===== config.mk =====
export PLATFORM = sky130hd
export DESIGN_NAME = ipc_word_channel
export DESIGN_NICKNAME = d
export VERILOG_FILES = /design/src/rtl/ipc_chan_pkg.sv /design/src/rtl/ipc_word_fifo.sv /design/src/rtl/ipc_side_regs.sv /design/src/rtl/ipc_word_channel.sv
export SDC_FILE = /design/constraint.sdc
export NUM_CORES = 1
export LEC_CHECK = 0
export CAP_MARGIN = 5
export CORE_AREA = 2 2 286 288
export CTS_CLUSTER_DIAMETER = 150
export DETAILED_ROUTE_END_ITERATION = 8
export DIE_AREA = 0 0 288 290
export GPL_ROUTABILITY_DRIVEN = 1
export PLACE_DENSITY_LB_ADDON = 0.05
export REMOVE_ABC_BUFFERS = 1
export SYNTH_ARGS = -nofsm -noshare
export SYNTH_HDL_FRONTEND = slang
export SYNTH_SLANG_ARGS = --single-unit

===== constraint.sdc =====
create_clock -name clk -period 3.1 [get_ports clk]
set_input_delay 0.62 -clock clk [delete_from_list [all_inputs] [get_ports clk]]
set_output_delay 0.62 -clock clk [all_outputs]
set_load 0.05 [all_outputs]

===== src/rtl/ipc_chan_pkg.sv =====
package ipc_chan_pkg;

  typedef enum logic [1:0] {
    REG_NONE = 2'd0,
    REG_CTRL = 2'd1,
    REG_SEND = 2'd2,
    REG_RECV = 2'd3
  } reg_sel_e;

  localparam int unsigned CB_TX_EMPTY  = 0;
  localparam int unsigned CB_TX_FULL   = 1;
  localparam int unsigned CB_TX_IRQEN  = 2;
  localparam int unsigned CB_TX_FLUSH  = 3;
  localparam int unsigned CB_RX_EMPTY  = 8;
  localparam int unsigned CB_RX_FULL   = 9;
  localparam int unsigned CB_RX_IRQEN  = 10;
  localparam int unsigned CB_ERR       = 14;
  localparam int unsigned CB_ENABLE    = 15;
  localparam int unsigned CTRL_BITS    = 16;

endpackage


===== src/rtl/ipc_word_fifo.sv =====
module ipc_word_fifo #(
  parameter int unsigned WIDTH = 32,
  parameter int unsigned DEPTH = 16
) (
  input  logic             clk,
  input  logic             rst_n,
  input  logic             push,
  input  logic [WIDTH-1:0] pdata,
  input  logic             pop,
  input  logic             flush,
  output logic [WIDTH-1:0] head,
  output logic             empty,
  output logic             full
);

  localparam int unsigned AW = (DEPTH > 1) ? $clog2(DEPTH) : 1;
  localparam int unsigned CW = $clog2(DEPTH + 1);
  localparam logic [AW-1:0] LAST_IDX = AW'(DEPTH - 1);
  localparam logic [CW-1:0] FULL_CNT = CW'(DEPTH);

  logic [WIDTH-1:0] mem [DEPTH];
  logic [AW-1:0]    wr_ptr_q, wr_ptr_nxt;
  logic [AW-1:0]    rd_ptr_q, rd_ptr_nxt;
  logic [CW-1:0]    count_q, count_nxt;
  logic             do_push, do_pop;

  assign empty   = (count_q == '0);
  assign full    = (count_q == FULL_CNT);
  assign do_push = push && !full && !flush;
  assign do_pop  = pop && !empty && !flush;
  assign head    = mem[rd_ptr_q];

  always_comb begin
    wr_ptr_nxt = wr_ptr_q;
    rd_ptr_nxt = rd_ptr_q;
    count_nxt  = count_q;
    if (flush) begin
      wr_ptr_nxt = '0;
      rd_ptr_nxt = '0;
      count_nxt  = '0;
    end else begin
      if (do_push) wr_ptr_nxt = (wr_ptr_q == LAST_IDX) ? '0 : wr_ptr_q + 1'b1;
      if (do_pop)  rd_ptr_nxt = (rd_ptr_q == LAST_IDX) ? '0 : rd_ptr_q + 1'b1;
      case ({do_push, do_pop})
        2'b10:   count_nxt = count_q + 1'b1;
        2'b01:   count_nxt = count_q - 1'b1;
        default: count_nxt = count_q;
      endcase
    end
  end

  always_ff @(posedge clk or negedge rst_n) begin
    if (!rst_n) begin
      wr_ptr_q <= '0;
      rd_ptr_q <= '0;
      count_q  <= '0;
    end else begin
      wr_ptr_q <= wr_ptr_nxt;
      rd_ptr_q <= rd_ptr_nxt;
      count_q  <= count_nxt;
    end
  end

  always_ff @(posedge clk) begin
    if (do_push) mem[wr_ptr_q] <= pdata;
  end


  no_overflow_chk: assert property (@(posedge clk) disable iff (!rst_n)
    count_q <= FULL_CNT);


  full_drop_chk: assert property (@(posedge clk) disable iff (!rst_n)
    (full && push && !pop && !flush) |=> (full && wr_ptr_q == $past(wr_ptr_q)));


  flush_empty_chk: assert property (@(posedge clk) disable iff (!rst_n)
    flush |=> empty);

endmodule


===== src/rtl/ipc_side_regs.sv =====
module ipc_side_regs
  import ipc_chan_pkg::*;
#(
  parameter int unsigned WIDTH = 32
) (
  input  logic             clk,
  input  logic             rst_n,
  input  logic             sel,
  input  logic             wr,
  input  logic [1:0]       addr,
  input  logic [WIDTH-1:0] wdata,
  output logic [WIDTH-1:0] rdata,
  input  logic             tx_empty,
  input  logic             tx_full,
  input  logic             rx_empty,
  input  logic             rx_full,
  input  logic [WIDTH-1:0] rx_head,
  output logic             tx_push,
  output logic             tx_flush,
  output logic             rx_pop,
  output logic             irq_tx_empty,
  output logic             irq_rx_avail
);

  reg_sel_e             rsel;
  logic                 wr_ctrl, wr_send, rd_recv, err_set;
  logic                 en_q, en_nxt;
  logic                 txie_q, txie_nxt;
  logic                 rxie_q, rxie_nxt;
  logic                 err_q, err_nxt;
  logic [WIDTH-1:0]     last_q, last_nxt;
  logic [CTRL_BITS-1:0] ctrl_word;

  assign rsel    = reg_sel_e'(addr);
  assign wr_ctrl = sel && wr && (rsel == REG_CTRL);
  assign wr_send = sel && wr && (rsel == REG_SEND);
  assign rd_recv = sel && !wr && (rsel == REG_RECV);

  assign tx_push  = wr_send && en_q;
  assign rx_pop   = rd_recv && en_q && !rx_empty;
  assign tx_flush = wr_ctrl && wdata[CB_TX_FLUSH];
  assign err_set  = en_q && ((wr_send && tx_full) || (rd_recv && rx_empty));

  always_comb begin
    en_nxt   = wr_ctrl ? wdata[CB_ENABLE]   : en_q;
    txie_nxt = wr_ctrl ? wdata[CB_TX_IRQEN] : txie_q;
    rxie_nxt = wr_ctrl ? wdata[CB_RX_IRQEN] : rxie_q;
    err_nxt  = err_set || (err_q && !(wr_ctrl && wdata[CB_ERR]));
    last_nxt = rx_pop ? rx_head : last_q;
  end

  always_ff @(posedge clk or negedge rst_n) begin
    if (!rst_n) begin
      en_q   <= 1'b0;
      txie_q <= 1'b0;
      rxie_q <= 1'b0;
      err_q  <= 1'b0;
      last_q <= '0;
    end else begin
      en_q   <= en_nxt;
      txie_q <= txie_nxt;
      rxie_q <= rxie_nxt;
      err_q  <= err_nxt;
      last_q <= last_nxt;
    end
  end

  always_comb begin
    ctrl_word              = '0;
    ctrl_word[CB_TX_EMPTY] = tx_empty;
    ctrl_word[CB_TX_FULL]  = tx_full;
    ctrl_word[CB_TX_IRQEN] = txie_q;
    ctrl_word[CB_RX_EMPTY] = rx_empty;
    ctrl_word[CB_RX_FULL]  = rx_full;
    ctrl_word[CB_RX_IRQEN] = rxie_q;
    ctrl_word[CB_ERR]      = err_q;
    ctrl_word[CB_ENABLE]   = en_q;
  end

  always_comb begin
    rdata = '0;
    if (sel && !wr) begin
      case (rsel)
        REG_CTRL: rdata = WIDTH'(ctrl_word);
        REG_RECV: rdata = (en_q && !rx_empty) ? rx_head : last_q;
        default:  rdata = '0;
      endcase
    end
  end

  assign irq_tx_empty = txie_q && tx_empty;
  assign irq_rx_avail = rxie_q && !rx_empty;


  err_set_chk: assert property (@(posedge clk) disable iff (!rst_n)
    (rd_recv && en_q && rx_empty) |=> err_q);


  err_clear_chk: assert property (@(posedge clk) disable iff (!rst_n)
    (wr_ctrl && wdata[CB_ERR] && !err_set) |=> !err_q);


  off_hold_chk: assert property (@(posedge clk) disable iff (!rst_n)
    (!en_q && !wr_ctrl) |=> (err_q == $past(err_q) && last_q == $past(last_q)));

endmodule


===== src/rtl/ipc_word_channel.sv =====
module ipc_word_channel #(
  parameter int unsigned WIDTH = 32,
  parameter int unsigned DEPTH = 16
) (
  input  logic             clk,
  input  logic             rst_n,
  input  logic             a_sel,
  input  logic             a_wr,
  input  logic [1:0]       a_addr,
  input  logic [WIDTH-1:0] a_wdata,
  output logic [WIDTH-1:0] a_rdata,
  output logic             a_irq_send_empty,
  output logic             a_irq_recv_avail,
  input  logic             b_sel,
  input  logic             b_wr,
  input  logic [1:0]       b_addr,
  input  logic [WIDTH-1:0] b_wdata,
  output logic [WIDTH-1:0] b_rdata,
  output logic             b_irq_send_empty,
  output logic             b_irq_recv_avail
);

  localparam int unsigned SIDES = 2;

  logic [1:0]       rst_sync_q;
  logic             rst_int_n;

  logic [SIDES-1:0] sel_v, wr_v, push_v, pop_v, flush_v, empty_v, full_v;
  logic [SIDES-1:0] irq_tx_v, irq_rx_v;
  logic [1:0]       addr_v  [SIDES];
  logic [WIDTH-1:0] wdata_v [SIDES];
  logic [WIDTH-1:0] rdata_v [SIDES];
  logic [WIDTH-1:0] head_v  [SIDES];

  always_ff @(posedge clk or negedge rst_n) begin
    if (!rst_n) rst_sync_q <= 2'b00;
    else        rst_sync_q <= {rst_sync_q[0], 1'b1};
  end
  assign rst_int_n = rst_sync_q[1];

  assign sel_v      = {b_sel, a_sel};
  assign wr_v       = {b_wr, a_wr};
  assign addr_v[0]  = a_addr;
  assign addr_v[1]  = b_addr;
  assign wdata_v[0] = a_wdata;
  assign wdata_v[1] = b_wdata;

  assign a_rdata          = rdata_v[0];
  assign b_rdata          = rdata_v[1];
  assign a_irq_send_empty = irq_tx_v[0];
  assign b_irq_send_empty = irq_tx_v[1];
  assign a_irq_recv_avail = irq_rx_v[0];
  assign b_irq_recv_avail = irq_rx_v[1];

  // Queue g carries words from side g to the opposite side.
  for (genvar g = 0; g < SIDES; g++) begin : g_side
    localparam int unsigned PEER = SIDES - 1 - g;

    ipc_word_fifo #(.WIDTH(WIDTH), .DEPTH(DEPTH)) u_queue (
      .clk   (clk),
      .rst_n (rst_int_n),
      .push  (push_v[g]),
      .pdata (wdata_v[g]),
      .pop   (pop_v[g]),
      .flush (flush_v[g]),
      .head  (head_v[g]),
      .empty (empty_v[g]),
      .full  (full_v[g])
    );

    ipc_side_regs #(.WIDTH(WIDTH)) u_regs (
      .clk          (clk),
      .rst_n        (rst_int_n),
      .sel          (sel_v[g]),
      .wr           (wr_v[g]),
      .addr         (addr_v[g]),
      .wdata        (wdata_v[g]),
      .rdata        (rdata_v[g]),
      .tx_empty     (empty_v[g]),
      .tx_full      (full_v[g]),
      .rx_empty     (empty_v[PEER]),
      .rx_full      (full_v[PEER]),
      .rx_head      (head_v[PEER]),
      .tx_push      (push_v[g]),
      .tx_flush     (flush_v[g]),
      .rx_pop       (pop_v[PEER]),
      .irq_tx_empty (irq_tx_v[g]),
      .irq_rx_avail (irq_rx_v[g])
    );
  end

endmodule


; Yosys cells after proc, flatten, opt, wreduce, memory -nomap -nowiden
; Memories as Yosys holds them, arrays and structs flattened.
; Cells that the tools add are included.
[totals]
regBits = 100
ram_bits = 1024
n_memories = 2
[op_classes]
addsub = 8
n_eq_ne = 16
mux = 26
reduce_logical = 64
[memory_table]
columns = name, words, word_bits, read_ports, rd_ports_with_merged_regs, write_ports, line_no
row1 = g_side[0].u_queue.mem, 16, 32, 1, 0, 1, ipc_word_fifo.sv:21  ; logic [WIDTH-1:0] mem [DEPTH];
row2 = g_side[1].u_queue.mem, 16, 32, 1, 0, 1, ipc_word_fifo.sv:21
[ops]
columns = cell, count
row1 = 32-bit 2-to-1 mux, 4
row2 = 32-bit case mux with 2 select lines, 2
row3 = 4-bit 2-to-1 mux, 12
row4 = 1-bit logical AND, 42
row5 = 5-bit case mux with 2 select lines, 2
row6 = "4-bit by 1-bit adder with 4-bit output, second input constant", 4
row7 = "4-bit == test, second input constant", 4
row8 = "2-bit == test, second input constant", 6
row9 = "5-bit by 1-bit adder with 5-bit output, second input constant", 2
row10 = "5-bit == test, second input constant", 2
row11 = 1-bit zero test, 10
row12 = 5-bit zero test, 2
row13 = 5-bit 2-to-1 mux, 2
row14 = "5-bit by 1-bit subtractor with 5-bit output, second input constant", 2
row15 = "2-bit by 1-bit == test with 1-bit output, second input constant", 4
row16 = 2-bit nonzero test, 4
row17 = 3-bit nonzero test, 2
row18 = 1-bit logical OR, 4
row19 = 1-bit 2-to-1 mux, 4

; Logic depth before layout (Yosys ltp)
; Gate-level depths: netlist (run 1).
[depth]
depth_word = 10
depth_mapped = 16

; Modules after synthesis
; A second synthesis (run 1) with hierarchy kept.
[unflattened]
cells_unflattened = 2443
area_unflattened_um2 = 44864.3
[by_module_without_submodules]
columns = mod, n_inst, cells_each, area_per_inst_um2, seq_area_each_um2
row1 = ipc_word_fifo (g_side[1].u_queue), 1, 1075, 20544.7, 15700.1
row2 = ipc_word_fifo (g_side[0].u_queue), 1, 1045, 20499.7, 15700.1
row3 = ipc_side_regs, 2, 160, 1883.1, 900.9
row4 = ipc_word_channel, 1, 3, 53.8, 50.0

; Least setup slack after synthesis (run 1)
; Ideal clock, no wire load.
[synth_timing]
path_kind = input to register
from = input port a_addr[1]
to = memory g_side[0].u_queue.mem[3][0], enable pin
setup_ns = 0.502
arrival_ns = 4.717
path_slack_ns = -2.118
stages = 5
path_buffers = 1
path_cell_list = buf_2 nand3_1 a2111oi_4 inv_1 nor4_1
[synth_between]
elab_chain_cells = 7
[synth_lines]
columns = element, line_no
row1 = start: declaration, ipc_word_channel.sv:9  ; input logic [1:0] a_addr,
row2 = 2-bit == test or 2-bit by 1-bit == test with 1-bit output (tied branches), "ipc_side_regs.sv:36, ipc_side_regs.sv:35"
row3 = "1-bit logical AND, on equally long branches", "ipc_side_regs.sv:36, ipc_side_regs.sv:35"
row4 = "1-bit logical AND, on equally long branches", "ipc_side_regs.sv:39, ipc_side_regs.sv:41"
row5 = 1-bit logical AND or 1-bit zero test (tied branches), ipc_word_fifo.sv:29  ; assign do_push = push && !full && !flush;
row6 = 1-bit logical AND *, ipc_word_fifo.sv:29
row7 = 1-bit 2-to-1 mux *, ipc_word_fifo.sv:65  ; if (do_push) mem[wr_ptr_q] <= pdata;
row8 = 1-bit 2-to-1 mux (implied by the code) *, ipc_word_fifo.sv:65
row9 = end: declaration, ipc_word_fifo.sv:21
; Mark *: on every way between the ends. The rest lies on a longest branch, timed or not.

; Worst setup path after layout (run 1)
[layout_timing]
from = register g_side[0].u_queue.rd_ptr_q[0]
to = output port b_rdata[1]
[layout_between]
elab_chain_cells = 4
[layout_lines]
columns = element, line_no
row1 = start: declaration, ipc_word_fifo.sv:23  ; logic [AW-1:0] rd_ptr_q, rd_ptr_nxt;
row2 = start signal: assignment, ipc_word_fifo.sv:59  ; rd_ptr_q <= rd_ptr_nxt;
row3 = memory read 16 x 32 bit, --
row4 = 32-bit 2-to-1 mux, ipc_side_regs.sv:85  ; REG_RECV: rdata = (en_q && !rx_empty) ? rx_head : last_q;
row5 = 32-bit case mux with 2 select lines, ipc_side_regs.sv:83  ; case (rsel)
row6 = 32-bit 2-to-1 mux, ipc_side_regs.sv:82  ; if (sel && !wr) begin
row7 = end: declaration, ipc_word_channel.sv:18  ; output logic [WIDTH-1:0] b_rdata,
; No other way between the ends.

==> summary.txt, run 1 <==
Clock tree
  • CTS Buf Count: 112
  • CTS Root Buffer Type: clkbuf_16
  • CTS clk-pin slew, worst paths: 60 ps
  • Htree depth: 3
  • Hold_buf cts: 0
  • Clock Latency Late Sink: 690 ps
  • Clock Path Buffers: 3
  • CTS tree: built
  • Clk sinks: 1124

GRT
  • First-pass GRT wire length: 156.3 mm
  • Largest net degree at the start of global routing: 45
  • Grt total ovfl: 0
  • Gr usage total: 25.51%
  • Number of global-route vias before repair: 24.12k
  • Initial antenna violation count: 5

Worst setup path
  • Worst reg2reg path depth: 12
  • Data arrival, critical path: 2900 ps
  • Crit path max-delay family: buffers and inverters
  • Slowest stage cell, crit path: dfrtp_4
  • Crit path buffers/inverters: 5
  • CP endpoint kind: output port
  • Crit-path most repeated cell: buf_12
  • Cell Chain, Critical Path: buf_12 -> buf_12 -> buf_12 -> mux4_2 -> a22o_1 -> a221oi_2 -> buf_4 -> a211oi_4 -> buf_6
  • CP startpoint kind: flip-flop
  • Worst Path Required: 2480 ps
  • CP Max Fanout: 8
  • Crit. path cell count: 9
  • CP max stage delay: 490 ps
  • R2r startpoint: g_side[1].u_queue.count_q[3]$_DFFE_PN0P_
  • Crit path kind: flip-flop to output port
  • Crit path from: g_side[0].u_queue.rd_ptr_q[0]$_DFFE_PN0P_

Drt
  • Total Routed Length: 107.2 mm
  • DRC Markers: 0
  • Via count: 23.21k
  • Drt pass-1 iters: 5
  • DRT iter0 DRCs: 2167
  • ANT nets after route: 0
  • Wirelength per Cell: 28.52 µm
  • Drt via density: 6.175

Yosys
  • Post-synthesis async set-or-reset flop share: 8.897%
  • Post-synth EDFFs: 1024
  • Avg Cell Area, Syn: 20.41 µm²
  • YS warnings: 0
  • Syn Inst Count: 2149
  • Synth Cell Area: 43870 µm²
  • Post-synth cell types: 70
  • FF+latch count, synth: 1124
  • Sequential fraction of the synthesis area: 75.80%
  • Top FF cell, synth: edfxtp_1

STA
  • Relative slew slack: 48.44%
  • Final period util: 113.6%
  • Min cycle time layout: 3521 ps
  • Setup Skew: 36.93 ps
  • RSZ-0062 raised after global routing: true
  • Setup violations, final: 64
  • Final hold vios: 0
  • Fin. max-slew vios: 0
  • Fin worst setup slack: -420.9 ps
  • Setup TNS: -18630 ps
  • FMAX: 0.2840 GHz
  • Worst slew pin tran: 771.0 ps

Placed design
  • Placement Cell Area: 48850 µm²
  • Dpl cells: 3425
  • GPL Wtd Cong: 0.8383
  • # port buffers: 141
  • Hpwl dp: 58.90 mm

Final layout
  • Finished Layout Cells: 3759
  • Commonest non-fill, non-tap cell in the layout: edfxtp_1
  • Share of cells above drive strength 1: 39.77%
  • Area delta synth->final: 27.00%
  • Final core utilization: 69.50%
  • Final #Nets: 2692
  • # fillers: 5050
  • Most frequent cells in the layout: edfxtp_1 (1024), mux4_2 (253), buf_4 (183), buf_12 (132), clkbuf_16 (121)
  • Post-route cell area: 55710 µm²

Floorplan
  • Die Y: 290 µm
  • # rows: 104
  • Die footprint: 83520 µm²
  • Placeable core region: 80160 µm²
  • Initial Utilization: 54.72%
  • Die W: 288 µm
  • Io pins: 142

Power and ir drop
  • Logic pwr share: 22.8%
  • Static Leak: 0.01887 µW
  • Internal: 29500 µW
  • Peak VDD IR: 0.5078 mV
  • Clock group share of total power: 33.1%
  • Seq pwr share: 44.2%
  • Switching Share: 25.66%
  • Sw Pwr: 10180 µW
  • PwrDens: 712.3 nW/µm²

Hold path
  • Worst hold path type: primary input to async pin

Run status
  • Failing checks: setup timing
  • Outcome: finished, violations left

Run
  • Total of max-cap violations: 0
==> final timing paths <==
path                                                            end  slack [ps]
max in group asynchronous  g_side[0].u_queue.count_q[2]$_DFFE_PN0P_        1880
min in group clk                            rst_sync_q[1]$_DFF_PN0_         350
hold reg to reg             g_side[0].u_regs.last_q[20]$_DFFE_PN0P_         240
hold / removal                              rst_sync_q[1]$_DFF_PN0_          90
setup / recovery                                         b_rdata[1]        -420
setup reg to reg           g_side[1].u_queue.count_q[4]$_DFFE_PN0P_         130
==> Yosys cell counts, types with 22 or more instances <==
cell type  count  area (µm²)
a21o_1        90       675.7
a21oi_1       43       215.2
a22oi_1       43       322.8
buf_2         49       245.2
buf_4         22       165.2
clkbuf_1      40       150.1
dfrtp_1      100        2502
edfxtp_1    1024       30750
inv_1         24       90.09
mux4_2       253        5698
nand2_1       52       195.2
nor2_1        50       187.7
nor3_1        31       155.2
o21ai_0       33       165.2
o22ai_1       63       394.1
==> stage by stage <==
| stage | hold WS [ps] | worst slack (ps) | power, µW |
|---|---|---|---|
| 6_report | 92.66 | -420.9 | 39680 |
| 5_1_grt | 78.15 | -524.1 | 41130 |
| 4_1_cts | 56.12 | -466.0 | 39400 |
| 3_5_place_dp | 244.1 | -347.0 | 24380 |
| 3_3_place_gp | 240.7 | -316.3 | 24240 |
| 2_1_floorplan | 324.4 | -4618 | 21700 |
==> per-layer routing <==
layer	global-route usage (%)	wire length, µm	up-vias
li1	-	-	9859
met1	35.19	42400	12346
met2	42.61	54950	780
met3	4.049	6303	217
met4	7.216	3464	10
met5	0	71	-
==> flip-flops by register name, summed over array words and instances, names as in the netlist <==
| signal | count |
|---|---|
| g_side.u_regs.en_q | 2 |
| rst_sync_q | 2 |
| g_side.u_regs.txie_q | 2 |
| g_side.u_queue.mem | 1024 |
| g_side.u_queue.rd_ptr_q | 8 |
| g_side.u_regs.rxie_q | 2 |
| g_side.u_regs.last_q | 64 |
| g_side.u_regs.err_q | 2 |
| g_side.u_queue.count_q | 10 |
| g_side.u_queue.wr_ptr_q | 8 |
==> power by group through the flow <==
stage          clock, µW  sequential, µW  combinational [µW]
6_report           13100           17500                9040
5_1_grt            13900           17600                9620
4_1_cts            13300           17500                8500
3_5_place_dp           0           17900                6450
3_3_place_gp           0           17900                6340
2_1_floorplan          0           18300                3420
==> layout make-up <==
type,count,area [µm²],share of cell area (%)
Sequential cell,1124,33280,59.74
Multi-Input combinational cell,872,11440,20.54
Timing Repair Buffer,465,5957,10.69
Clock buffer,157,3103,5.570
Tap cell,1060,1326,2.381
Clock inverter,55,504.2,0.9051
Inverter,25,93.84,0.1684
Antenna cell,1,2.502,0.004492
==> repair_timing <==
action,CTS,global route
buffers inserted,73,50
cloned,14,9
pin swaps,74,82
resized for setup,265,129
endpoints found under the setup margin,66,66
==> cells by family (layout without fill, tap and decap cells) <==
group                    Yosys count  count (layout)  share of synthesized area [%]
AND/OR/NAND/NOR                  220             220                          2.559
flip-flops                      1124            1124                          75.80
other                              1               2                       0.008549
XOR/XNOR                          12              12                         0.2396
buffers and inverters            153             702                          1.709
AO/OA/AOI/OAI                    346             346                          5.622
multiplexers                     275             275                          13.55
adder cells (fa/ha/maj)           18              18                         0.5134
(Power assumes the default switching activity.)
==> inputs of run 2 (changes only) <==
--- a/config.mk
+++ b/config.mk
@@ -10,7 +10,6 @@
 export CTS_CLUSTER_DIAMETER = 150
 export DETAILED_ROUTE_END_ITERATION = 8
 export DIE_AREA = 0 0 288 290
-export GPL_ROUTABILITY_DRIVEN = 1
 export PLACE_DENSITY_LB_ADDON = 0.05
 export REMOVE_ABC_BUFFERS = 1
 export SYNTH_ARGS = -nofsm -noshare
==> results of run 2 <==
Same layout as run 1: the final DEF is identical, and so are final timing and power.
==> inputs of run 3 (changes only) <==
--- a/config.mk
+++ b/config.mk
@@ -6,12 +6,13 @@
 export NUM_CORES = 1
 export LEC_CHECK = 0
 export CAP_MARGIN = 5
-export CORE_AREA = 2 2 286 288
+export CORE_AREA = 2 2 242 340
 export CTS_CLUSTER_DIAMETER = 150
 export DETAILED_ROUTE_END_ITERATION = 8
-export DIE_AREA = 0 0 288 290
+export DIE_AREA = 0 0 244 342
 export PLACE_DENSITY_LB_ADDON = 0.05
 export REMOVE_ABC_BUFFERS = 1
+export SKIP_CTS_REPAIR_TIMING = 1
 export SYNTH_ARGS = -nofsm -noshare
 export SYNTH_HDL_FRONTEND = slang
 export SYNTH_SLANG_ARGS = --single-unit
==> summary.txt, run 3 (synthesized netlist as in run 1, its figures left out) <==
STA
  • Min cycle time layout: 3540 ps (+19.29 ps)
  • Worst slew pin tran: 980.7 ps (+209.7 ps)
  • Setup violations, final: 64 (unchanged)
  • Final hold vios: 0 (unchanged)
  • FMAX: 0.2825 GHz (-0.54%)
  • Relative slew slack: 34.62% (-14 points)
  • Final Hold Slack: 136.2 ps (+43.56 ps)
  • Final period util: 114.2% (+0.62 points)
  • Fin. max-slew vios: 0 (unchanged)
  • Fin worst setup slack: -440.2 ps (-19.29 ps)
  • RSZ-0062 raised after global routing: true
  • Setup Skew: 31.55 ps (-5.376 ps)

Drt
  • ANT nets after route: 0 (unchanged)
  • Total Routed Length: 107.6 mm (+0.42%)
  • Drt via density: 6.147 (-0.45%)
  • DRT iter0 DRCs: 1798 (-17%)
  • Drt pass-1 iters: 5 (unchanged)
  • Wirelength per Cell: 28.84 µm (+1.1%)
  • DRC Markers: 0 (unchanged)
  • Via count: 22.94k (-1.2%)

Final layout
  • Post-route cell area: 55110 µm² (-1.1%)
  • Finished Layout Cells: 3732 (-0.72%)
  • Area delta synth->final: 25.64%
  • Share of cells above drive strength 1: 38.72% (-1.0 points)
  • Area occupied by multi-input gates: 11150 µm² (-2.5%)
  • Max FFs per register: 1024 (unchanged)
  • Final #Nets: 2667 (-0.93%)
  • Reg with most FFs: g_side.u_queue.mem
  • Final core utilization: 68.18% (-1.3 points)
  • Seq. cell area: 33280 µm² (about the same)
  • # fillers: 5202 (+3.0%)
  • Most frequent cells in the layout: edfxtp_1 (1024), mux4_2 (253), buf_4 (178), buf_12 (147), clkbuf_16 (122)
  • Commonest non-fill, non-tap cell in the layout: edfxtp_1
  • Biggest regs: g_side.u_queue.mem: 1024 flops, g_side.u_regs.last_q: 64 flops, g_side.u_queue.count_q: 10 flops

Worst setup path
  • Worst reg2reg path depth: 13 (+1)
  • Crit path kind: flip-flop to output port
  • Worst Path Required: 2480 ps (about the same)
  • Crit-path most repeated cell: clkbuf_16
  • Reg2Reg Capture Point: g_side[1].u_queue.count_q[4]$_DFFE_PN0P_
  • R2r setup slk: 30 ps (-100 ps)
  • CP Max Fanout: 6 (-2)
  • Data arrival, critical path: 2920 ps (+20 ps)
  • CP endpoint kind: output port
  • R2r startpoint: g_side[1].u_queue.count_q[3]$_DFFE_PN0P_
  • CP startpoint kind: flip-flop
  • Slowest stage cell, crit path: dfrtp_4
  • Cell Chain, Critical Path: buf_12 -> clkbuf_16 -> buf_8 -> mux4_2 -> a22o_1 -> a221oi_2 -> buf_4 -> a211oi_4 -> clkbuf_16
  • CP max stage delay: 500 ps (about the same)

Clock tree
  • CTS tree: built
  • Clock Latency Late Sink: 670 ps (-20 ps)
  • CTS Buf Count: 101 (-9.8%)
  • Clk sinks: 1124 (unchanged)
  • Htree depth: 3 (unchanged)
  • Clock Path Buffers: 3 (unchanged)
  • CTS Root Buffer Type: clkbuf_16
  • CTS clk-pin slew, worst paths: 70 ps (about the same)

GRT
  • First-pass GRT wire length: 152.8 mm (-2.2%)
  • Number of global-route vias before repair: 23.59k (-2.2%)
  • Met3 Usage GRT: 4.206% (+0.16 points)
  • Initial antenna violation count: 11 (+6)
  • Met1 usage in global routing: 32.05% (-3.1 points)
  • Gr usage total: 25.07% (-0.45 points)
  • Grt total ovfl: 0 (unchanged)
  • Gr busiest metal: met2
  • Met2 usage: 44.42% (+1.8 points)
  • Largest net degree at the start of global routing: 51 (+13%)

Floorplan
  • Placeable core region: 80830 µm² (+0.84%)
  • Initial Utilization: 54.27% (-0.46 points)
  • # rows: 124 (+19%)
  • Die Y: 342 µm (+18%)
  • Die footprint: 83450 µm² (about the same)
  • Io pins: 142 (unchanged)
  • Die W: 244 µm (-15%)

Power and ir drop
  • Internal: 28510 µW (-3.4%)
  • Peak VDD IR: 0.5472 mV (+7.7%)
  • Clock group share of total power: 32.3% (-0.8 points)
  • PwrDens: 693.0 nW/µm² (-2.7%)
  • Switching Share: 25.35% (-0.31 points)
  • Seq pwr share: 46.0% (+1.8 points)
  • Static Leak: 0.01866 µW (-1.1%)
  • Logic pwr share: 21.6% (-1.2 points)
  • Sw Pwr: 9684 µW (-4.9%)

Run status
  • Failing checks: setup timing
  • Outcome: finished, violations left

Placed design
  • GPL Wtd Cong: 0.8755 (+4.4%)
  • Hpwl dp: 63.80 mm (+8.3%)
  • Dpl cells: 3464 (+1.1%)
  • Post-Place Setup Slack: -470.8 ps (-123.7 ps)
  • Placement Cell Area: 49410 µm² (+1.1%)
  • # port buffers: 141 (unchanged)

Hold path
  • Worst hold path type: primary input to async pin

Run
  • Total of max-cap violations: 0 (unchanged)
==> run 3: cell types whose count changed in the layout (fill, tap and decap cells not counted), moves of 6 or more <==
cell / previous run / this run
a22oi_2: 40 / 34
clkinv_2: 11 / 29
a21oi_1: 19 / 30
buf_12: 132 / 147
a21oi_2: 23 / 13
a22oi_1: 3 / 9
clkinv_1: 26 / 8
o22ai_4: 16 / 7
nor3_2: 21 / 14
o22ai_1: 9 / 18
clkbuf_1: 33 / 21
buf_6: 42 / 21
==> run 3: stage by stage <==
stage | total power [µW] | TNS [ps]
CTS | 36570 | -34760
detailed placement | 24300 | -26290
floorplan | 21700 | -1127570
finish | 38200 | -19350
global route | 39570 | -25340
global placement | 24170 | -10030
==> run 3: routing by layer <==
layer	up-vias	wire [µm]
met1	12232	40580
met3	193	6441
li1	9781	-
met4	20	2977
met5	-	126
met2	716	57520
==> run 3: how the worst max path moves through the flow <==
stage                                                   start                                       end  slack, ps  cells after the start
floorplan           g_side[0].u_queue.rd_ptr_q[0]$_DFFE_PN0P_                                b_rdata[8]      -4620                      4
global placement                                    b_addr[1]  g_side[1].u_queue.count_q[4]$_DFFE_PN0P_       -440                     13
detailed placement                                  b_addr[1]  g_side[1].u_queue.count_q[4]$_DFFE_PN0P_       -470                     13
CTS                 g_side[1].u_queue.rd_ptr_q[0]$_DFFE_PN0P_                               a_rdata[14]       -990                      8
global route        g_side[0].u_queue.rd_ptr_q[0]$_DFFE_PN0P_                               b_rdata[10]       -520                      9
finish              g_side[0].u_queue.rd_ptr_q[0]$_DFFE_PN0P_                               b_rdata[10]       -440                      9
==> run 3: layout make-up <==
cell class	instances	share of cell area [%]
sequential	1124	60.38
inverter	25	0.1703
timing repair buffer	451	10.84
clock buffer	133	5.085
clock inverter	55	0.8536
antenna	1	0.004540
multi-input combinational	872	20.24
tap	1071	2.431
==> run 3: power by group through the flow <==
stage / logic (µW) / clock network (µW) / registers (µW)
3_3_place_gp: 6270 / 0 / 17900
2_1_floorplan: 3420 / 0 / 18300
6_report: 8270 / 12400 / 17600
3_5_place_dp: 6350 / 0 / 17900
5_1_grt: 8800 / 13100 / 17600
4_1_cts: 6380 / 12600 / 17600
==> run 3: critical path: cells and delay by family, from the launching register on <==
| kind | cells | cell delay [ps] |
|---|---|---|
| AOI/OAI and AO/OA | 3 | 490 |
| buffers and inverters | 5 | 810 |
| DFF | 1 | 500 |
| muxes | 1 | 440 |
